## src/rtl/uart_qf_pkg.sv

```systemverilog
// Package: shared constants and the threshold-select decode for the UART queue.
// Assumes the depth is divisible by 8 so every fraction lands on a whole entry.
package uart_qf_pkg;

    // Threshold select codes; any other code falls back to one half.
    typedef enum logic [2:0] {
        TRIG_EIGHTH   = 3'd0,
        TRIG_QUARTER  = 3'd1,
        TRIG_HALF     = 3'd2,
        TRIG_3QUARTER = 3'd3,
        TRIG_7EIGHTHS = 3'd4
    } trig_sel_e;

    // Return the threshold in eighths of the depth for a select code.
    function automatic int unsigned trig_eighths(input logic [2:0] sel);
        case (trig_sel_e'(sel))
            TRIG_EIGHTH:   return 1;
            TRIG_QUARTER:  return 2;
            TRIG_HALF:     return 4;
            TRIG_3QUARTER: return 6;
            TRIG_7EIGHTHS: return 7;
            default:       return 4;
        endcase
    endfunction

endpackage

```

## src/rtl/uart_qf_store.sv

```systemverilog
// Module: circular byte store with read/write pointers and an occupancy count.
// Capacity is supplied at run time (1..DEPTH). Acceptance of a push or pop is
// judged on the count before the edge. Oldest byte is shown on pop_data.
// Assumes capacity changes only while empty.
module uart_qf_store #(
    parameter int DEPTH = 16,
    parameter int WIDTH = 8,
    localparam int AW = $clog2(DEPTH),
    localparam int CW = AW + 1
) (
    input  logic             clk,
    input  logic             rst_n,
    input  logic [CW-1:0]    cap,
    input  logic             push,
    input  logic [WIDTH-1:0] push_data,
    input  logic             pop,
    output logic [WIDTH-1:0] pop_data,
    output logic [CW-1:0]    count,
    output logic             full,
    output logic             empty,
    output logic             overflow
);

    logic [WIDTH-1:0] mem [DEPTH];
    logic [AW-1:0]    wr_ptr;
    logic [AW-1:0]    rd_ptr;
    logic             push_ok;
    logic             pop_ok;

    // Advance a pointer, wrapping at the last slot for any depth.
    function automatic logic [AW-1:0] ptr_next(input logic [AW-1:0] p);
        return (p == AW'(DEPTH - 1)) ? '0 : p + 1'b1;
    endfunction

    // Decide which requests are honoured this cycle.
    always_comb begin
        full    = (count >= cap);
        empty   = (count == '0);
        push_ok = push && !full;
        pop_ok  = pop && !empty;
    end

    // Write accepted bytes into the array.
    always_ff @(posedge clk) begin
        if (push_ok) begin
            mem[wr_ptr] <= push_data;
        end
    end

    // Maintain pointers, count and the sticky overflow flag.
    always_ff @(posedge clk) begin
        if (!rst_n) begin
            wr_ptr   <= '0;
            rd_ptr   <= '0;
            count    <= '0;
            overflow <= 1'b0;
        end else begin
            if (push_ok) begin
                wr_ptr <= ptr_next(wr_ptr);
            end
            if (pop_ok) begin
                rd_ptr <= ptr_next(rd_ptr);
            end
            case ({push_ok, pop_ok})
                2'b10:   count <= count + CW'(1);
                2'b01:   count <= count - CW'(1);
                default: count <= count;
            endcase
            if (push && !push_ok) begin
                overflow <= 1'b1;
            end
        end
    end

    // Present the oldest entry without a pop.
    assign pop_data = mem[rd_ptr];

endmodule

```

## src/rtl/uart_qf_level.sv

```systemverilog
// Module: turns the three-bit select into a threshold in entries.
// The eight-entry table is built at elaboration from DEPTH, so no table is
// written by hand; codes outside the valid five map to one half.
module uart_qf_level #(
    parameter int DEPTH = 16,
    localparam int CW = $clog2(DEPTH) + 1
) (
    input  logic [2:0]    sel,
    output logic [CW-1:0] level
);

    logic [CW-1:0] tbl [8];

    // One table slot per select code, computed from the depth.
    for (genvar g = 0; g < 8; g++) begin : g_lvl
        localparam int unsigned LV = (DEPTH * uart_qf_pkg::trig_eighths(3'(g))) / 8;
        assign tbl[g] = CW'(LV);
    end

    // Pick the slot for the current select.
    assign level = tbl[sel];

endmodule

```

## src/rtl/uart_qf_req.sv

```systemverilog
// Module: request and interrupt generation from the occupancy count.
// Receive side asks for service when data waits; transmit side when room
// exists. In one-byte mode the threshold is bypassed.
module uart_qf_req #(
    parameter int CW = 5
) (
    input  logic          fifo_en,
    input  logic          dir_tx,
    input  logic [CW-1:0] count,
    input  logic [CW-1:0] cap,
    input  logic [CW-1:0] level,
    output logic          sreq,
    output logic          breq,
    output logic          irq
);

    logic trig_hit;

    // Compare the count against capacity and threshold for the direction.
    always_comb begin
        sreq     = dir_tx ? (count < cap) : (count != '0);
        trig_hit = dir_tx ? (count <= level) : (count >= level);
        breq     = fifo_en ? trig_hit : sreq;
        irq      = breq;
    end

endmodule

```

## src/rtl/uart_qlevel_fifo.sv

```systemverilog
// Module (top): one-direction UART byte queue with level interrupt and DMA
// single/burst requests. Single clock domain; configuration is assumed to be
// changed only while the queue is empty.
module uart_qlevel_fifo #(
    parameter int DEPTH = 16,
    parameter int WIDTH = 8,
    localparam int CW = $clog2(DEPTH) + 1
) (
    input  logic             clk,
    input  logic             rst_n,
    input  logic             cfg_fifo_en,
    input  logic             cfg_dir_tx,
    input  logic [2:0]       cfg_trig_sel,
    input  logic             push,
    input  logic [WIDTH-1:0] push_data,
    input  logic             pop,
    output logic [WIDTH-1:0] pop_data,
    output logic             full,
    output logic             empty,
    output logic [CW-1:0]    fill_count,
    output logic             lvl_irq,
    output logic             dma_sreq,
    output logic             dma_breq,
    output logic             ovf_flag
);

    logic [CW-1:0] cap;
    logic [CW-1:0] level;

    // Effective capacity: full depth or a single holding byte.
    assign cap = cfg_fifo_en ? CW'(DEPTH) : CW'(1);

    uart_qf_store #(.DEPTH(DEPTH), .WIDTH(WIDTH)) u_store (
        .clk       (clk),
        .rst_n     (rst_n),
        .cap       (cap),
        .push      (push),
        .push_data (push_data),
        .pop       (pop),
        .pop_data  (pop_data),
        .count     (fill_count),
        .full      (full),
        .empty     (empty),
        .overflow  (ovf_flag)
    );

    uart_qf_level #(.DEPTH(DEPTH)) u_level (
        .sel   (cfg_trig_sel),
        .level (level)
    );

    uart_qf_req #(.CW(CW)) u_req (
        .fifo_en (cfg_fifo_en),
        .dir_tx  (cfg_dir_tx),
        .count   (fill_count),
        .cap     (cap),
        .level   (level),
        .sreq    (dma_sreq),
        .breq    (dma_breq),
        .irq     (lvl_irq)
    );

endmodule

```

## config.mk

```make
export PLATFORM = sky130hd
export DESIGN_NAME = uart_qlevel_fifo
export DESIGN_NICKNAME = d
export VERILOG_FILES = /design/src/rtl/uart_qf_pkg.sv /design/src/rtl/uart_qf_store.sv /design/src/rtl/uart_qf_level.sv /design/src/rtl/uart_qf_req.sv /design/src/rtl/uart_qlevel_fifo.sv
export SDC_FILE = /design/constraint.sdc
export NUM_CORES = 1
export LEC_CHECK = 0
export ABC_CLOCK_PERIOD_IN_PS = 5400
export BUFFER_PORTS_ARGS = -buffer_cell sky130_fd_sc_hd__buf_2
export CORE_MARGIN = 1
export CORE_UTILIZATION = 55
export DETAILED_ROUTE_END_ITERATION = 12
export PLACE_DENSITY = 0.73
export SLEW_MARGIN = 10
export SYNTH_ARGS = -nofsm -noshare
export SYNTH_HDL_FRONTEND = slang
export SYNTH_SLANG_ARGS = --single-unit
```

## constraint.sdc

```tcl
create_clock -name clk -period 5.4 [get_ports clk]
set_input_delay 0.54 -clock clk [delete_from_list [all_inputs] [get_ports clk]]
set_output_delay 0.54 -clock clk [all_outputs]
set_load 0.01 [all_outputs]
```

Word-level counts from Yosys, hierarchy flattened --
Memory sizes are Yosys's and may differ from the RTL's. A register that Yosys moved wholly into a read port is not among the register bits. Index checks and enable logic that the tools add are counted.
Word-level totals: flip-flop bits (word level) 14, RAM bits 128, ROM bits 40, logic and storage cells 42, memories kept 2
Memory list:
- u_store.mem | depth 16, bits a word 8, rd ports 1, clocked after memory_dff 1, write ports 1, line uart_qf_store.sv:24 | logic [WIDTH-1:0] mem [DEPTH];
- (no name shown) | depth 8, bits a word 5, rd ports 1, clocked after memory_dff 0, write ports 0, line uart_qf_level.sv:21 | assign level = tbl[sel];
Operators by class: add/sub/neg operators 4, $lt $le $gt $ge 5, equal/unequal tests 4, muxes and demuxes 13, bitwise logic cells 1, reduce and logical (&&, ||, !) cells 9
Operator list (number):
- two-way mux 4 bit | 4
- two-way mux 5 bit | 3
- >= comparator 5 bit | 2
- case mux 5 bit (2 select lines) | 1
- adder 4 x 1 -> 4 bit, second input constant | 2
- == test 4 bit, second input constant | 2
- adder 5 x 1 -> 5 bit, second input constant | 1
- less-or-equal comparator 5 bit | 1
- zero test 5 bit | 1
- < comparator 5 bit | 1
- two-way mux 1 bit | 5
- nonzero test 5 bit | 1
- subtractor 5 x 1 -> 5 bit, second input constant | 1
- >= comparator 4 bit, second input constant | 1
- NOT 3 -> 4 bit | 1
- logical AND 1 bit | 3
- zero test 1 bit | 3
- == test 2 x 1 -> 1 bit, second input constant | 1
- == test 2 bit, second input constant | 1
- nonzero test 2 bit | 1

Longest topological paths before layout --
word-level depth 7, gate-level depth with buffers 12

By module --
From an unflattened synthesis, not the netlist that was laid out.
Second synthesis, totals: cells, all modules 362, area, all modules 6421.2 µm²
By module, submodules not included:
- uart_qf_store | times used 1, cells each 315, area an instance 6083.3 µm², sequential area each 4204.0 µm²
- uart_qf_req | times used 1, cells each 39, area an instance 290.3 µm², sequential area each 0.0 µm²
- uart_qf_level | times used 1, cells each 6, area an instance 40.0 µm², sequential area each 0.0 µm²
- uart_qlevel_fifo | times used 1, cells each 2, area an instance 7.5 µm², sequential area each 0.0 µm²

Worst setup path before layout --
No wires, ideal clock.
path type input-to-reg, start in cfg_fifo_en, end reg u_store.count[2], setup time 76 ps, arrival 2783 ps, data required time 5324 ps, path slack 2541 ps, stages 12, path through inv_1 > ha_1 > nor3b_1 > a21oi_2 > ha_1 > clkbuf_1 > xor2_1 > ha_1 > a21oi_1 > xor2_1 > or3_1 > a21boi_0
Between the ends: word-level cells in the longest chain between the ends 6
RTL lines:
- start, declared | line uart_qlevel_fifo.sv:11 | input logic cfg_fifo_en,
- two-way mux 5 bit * | line uart_qlevel_fifo.sv:31 | assign cap = cfg_fifo_en ? CW'(DEPTH) : CW'(1);
- >= comparator 5 bit * | line uart_qf_store.sv:37 | full = (count >= cap);
- zero test 1 bit * | line uart_qf_store.sv:39 | push_ok = push && !full;
- logical AND 1 bit * | line uart_qf_store.sv:39
- == test 2 x 1 -> 1 bit or == test 2 bit (tied branches) | line uart_qf_store.sv:64 | case ({push_ok, pop_ok})
- case mux 5 bit (2 select lines) or nonzero test 2 bit (tied branches)
- end signal, assigned | line uart_qf_store.sv:65 | 2'b10: count <= count + CW'(1);
- end signal, assigned | line uart_qf_store.sv:66 | 2'b01: count <= count - CW'(1);
- end signal, assigned | line uart_qf_store.sv:67 | default: count <= count;
- end, declared | line uart_qf_store.sv:18 | output logic [CW-1:0] count,
Every way passes the cells marked *; elsewhere a longest branch is shown, timed or not. A chain may end at the register's enable or synchronous reset.

Final worst setup path --
start reg u_store.count[0], end reg u_store.count[2]
Between the ends: word-level cells in the longest chain between the ends 5
RTL lines (line):
- >= comparator 5 bit or zero test 5 bit (tied branches) | uart_qf_store.sv:37, uart_qf_store.sv:38
- zero test 1 bit, on equally long branches | uart_qf_store.sv:39, uart_qf_store.sv:40
- logical AND 1 bit, on equally long branches | uart_qf_store.sv:39, uart_qf_store.sv:40
- == test 2 x 1 -> 1 bit or == test 2 bit (tied branches) | uart_qf_store.sv:64
- case mux 5 bit (2 select lines) or nonzero test 2 bit (tied branches)
Parallel ways exist; a longest one is shown, timed or not.

==> impl_metrics.json <==
{
  "cts_resized": 0,
  "finalSetupTns_ns": 0,
  "clock_skew_ns": 0.00619,
  "rows": 38,
  "whs_path_depth": 3,
  "synth_most_common_cell": "edfxtp_1",
  "drtPass1Iterations": 4,
  "reg2reg_slack_ns": 2.35,
  "wl_per_cell_um": 21.1,
  "syn_avg_cell_area_um2": 17.4,
  "cts_max_level": 4,
  "synth_edf_count": 128,
  "grt_pass1_wl_um": 17900,
  "p_per_area_mw_per_mm2": 471,
  "antenna_found_initial": 1,
  "slew-limit-headroom_pct": 47.6,
  "vias_per_cell": 5.94,
  "clkLatencyLatePin_ns": 0.51,
  "synth_seq_cells": 146,
  "root_buffer": "clkbuf_8",
  "netlist.area_leader.share_pct": 62.7,
  "routed_wl_um": 11600,
  "cts_tree": "yes",
  "grt_max_degree": 33,
  "multi_input_area_mm2": 0.00181,
  "setup_violations": 0,
  "grt_pass1_vias": 3297,
  "worst_path_largest_cell_delay_ns": 0.49,
  "die_y_um": 108,
  "total_power_uw": 3300,
  "ys_seq_area_share_pct": 68.5,
  "switching_power_uw": 950,
  "fin_crit_sh_pct": 56.5,
  "cap_viol_max_count": 0,
  "grt.overflow.total": 0,
  "synth_cells": 353,
  "clk_pin_slew_worst_paths_ns": 0.06,
  "arrival_ns": 3.49,
  "ios": 36,
  "cts_sinks": 146,
  "worst_pin_slew_ns": 0.784,
  "report.final.slew_viol_count": 0,
  "syn_to_final_growth_pct": 14.3,
  "ff2ff_path_depth": 11,
  "gp_congestion": 0.836,
  "critPathLaunchType": "flop",
  "hold_viol_final": 0,
  "clkPwrFrac_pct": 33.0,
  "fp.dieArea_mm2": 0.0116,
  "diodes": 0,
  "min_period_ns": 3.05,
  "hold_slack_ns": 0.397,
  "drc": 0,
  "p_int_uw": 2350,
  "yosys-top-cells-area": "edfxtp_1, mux4_2, dfxtp_1",
  "regArea_mm2": 0.00421,
  "min_from": "push",
  "grt.total_usage_pct": 22.0,
  "ant_nets": 0,
  "netlist_area_mm2": 0.00613,
  "die_w_um": 108,
  "critical_path.startpoint": "u_store.count[0]",
  "n_fill_cell": 753,
  "yosysTopAreaCell": "edfxtp_1",
  "worst_r2r_endpoint": "u_store.count[2]",
  "crit_type": "flop to flop",
  "required_ns": 5.84,
  "seqPwrFrac_pct": 41.6,
  "grt_util_met2_pct": 38.9,
  "use_met3_pct": 5.08,
  "irDropWorstVdd_mv": 0.401,
  "fin_nets": 424,
  "drtIter0Drc": 289,
  "cp_max_fo": 11,
  "status": "complete, no violations",
  "clock_path_buffers": 2,
  "yosysWarnings": 0,
  "ys_types": 51,
  "p_leak_uw": 0.00240,
  "combPwrFrac_pct": 25.4,
  "ctsHoldBuffers": 0,
  "endpoint_kind": "flop",
  "crit_slowest_cell": "dfxtp_1",
  "synth_common_cells": "edfxtp_1, mux4_2, dfxtp_1, a22oi_1, and2_1",
  "cts-buffers-inserted": 17,
  "drive_gt1_share_pct": 28.0,
  "start_util_pct": 56.6,
  "io_buffers": 35,
  "swShare_pct": 28.8,
  "syn-num-nets": 383,
  "ys.flop_type": "edfxtp_1",
  "finalWorstSetupSlack_ns": 2.35,
  "core_area_mm2": 0.0108,
  "worstHoldEndpoint": "u_store.overflow",
  "hp-class": "input pin to flop",
  "cts_setup_buffers": 0,
  "grt_use_met1_pct": 26.4,
  "rsz0062_at_grt": "false",
  "pre_cts_ws_ns": 2.20,
  "busiest_layer": "met2",
  "path_cells": "inv_1, ha_1, nor3b_1, a21oi_2, ha_1, xor2_1, ha_1, a21oi_1, xor2_1, or3_1, a21boi_0",
  "fin_util_pct": 64.7,
  "cpMostUsedCell": "ha_1",
  "dp_hpwl_um": 7150,
  "async_reset_ff_share_pct": 0,
  "fmax_mhz": 328,
  "vias": 3247,
  "r2r-start": "u_store.count[0]"
}
-- registers in the layout, summed over array words and instances, names as in the netlist, named ones only --
register,count
u_store.wr_ptr,4
u_store.count,5
u_store.overflow,1
u_store.mem,128
u_store.rd_ptr,4
-- stage by stage --
stage	cells	area, um2
floorplan	353	6130
global placement	515	6440
detailed placement	515	6440
CTS	547	7010
global route	547	7010
finish	547	7010
-- worst max path at each step --
stage                                   to  slack (ns)
final                     u_store.count[2]        2.35
after global routing      u_store.count[2]        2.02
after CTS                      pop_data[5]        2.28
after detailed placement  u_store.count[2]        2.20
after global placement    u_store.count[2]        2.35
after floorplan           u_store.count[2]        2.54
-- layer usage --
layer | share of wire [%] | vias up
met4 | 1.2 | 2
met2 | 54 | 80
met5 | 0.095 | -
li1 | - | 1499
met3 | 3.8 | 14
met1 | 40 | 1652
-- power by group through the flow --
| stage | logic [uW] | clock network (uW) | registers [uW] |
|---|---|---|---|
| 4_1_cts | 852 | 1110 | 1370 |
| 2_1_floorplan | 665 | 0 | 1360 |
| 3_3_place_gp | 825 | 0 | 1390 |
| 6_report | 840 | 1090 | 1370 |
| 3_5_place_dp | 849 | 0 | 1400 |
| 5_1_grt | 925 | 1150 | 1390 |
-- area by class of cell --
type	instances	share of cell area [%]
flip-flops and latches	146	60.0
clock inverters	10	0.928
multi-input cells	179	25.8
clock buffers	22	7.21
inverters	9	0.482
repair buffers	41	3.14
well taps	140	2.50
-- layout by cell type, fill, tap and decap left out, types with 6 or more instances in the layout --
master and n:
buf_4 6, mux4_2 32, nor3_1 6, inv_1 9, clkbuf_16 18, and2_1 16, dfxtp_1 17, o21ai_0 7
edfxtp_1 128, buf_2 35, inv_4 6, a22oi_1 16, nor2_1 9, ha_1 13, nand2_1 14
-- cell families (layout without fill, tap and decap cells) --
family	Yosys count	count (layout)	share of synthesized area, %
compound gates	50	50	6.20
xor+xnor	6	6	0.857
mux	38	38	12.7
buf+inv	28	82	2.02
flops	146	146	68.5
fa+ha+maj	13	13	2.65
simple gates	72	72	7.00
-- critical path: cells and delay by family, from the launching register on --
kind            cells  cell delay (ns)
fa+ha+maj           3             0.95
compound gates      3             0.85
flops               1             0.49
simple gates        2             0.38
xor+xnor            2             0.24
buf+inv             1             0.08
Note: power is estimated with default switching activity, not from simulation.
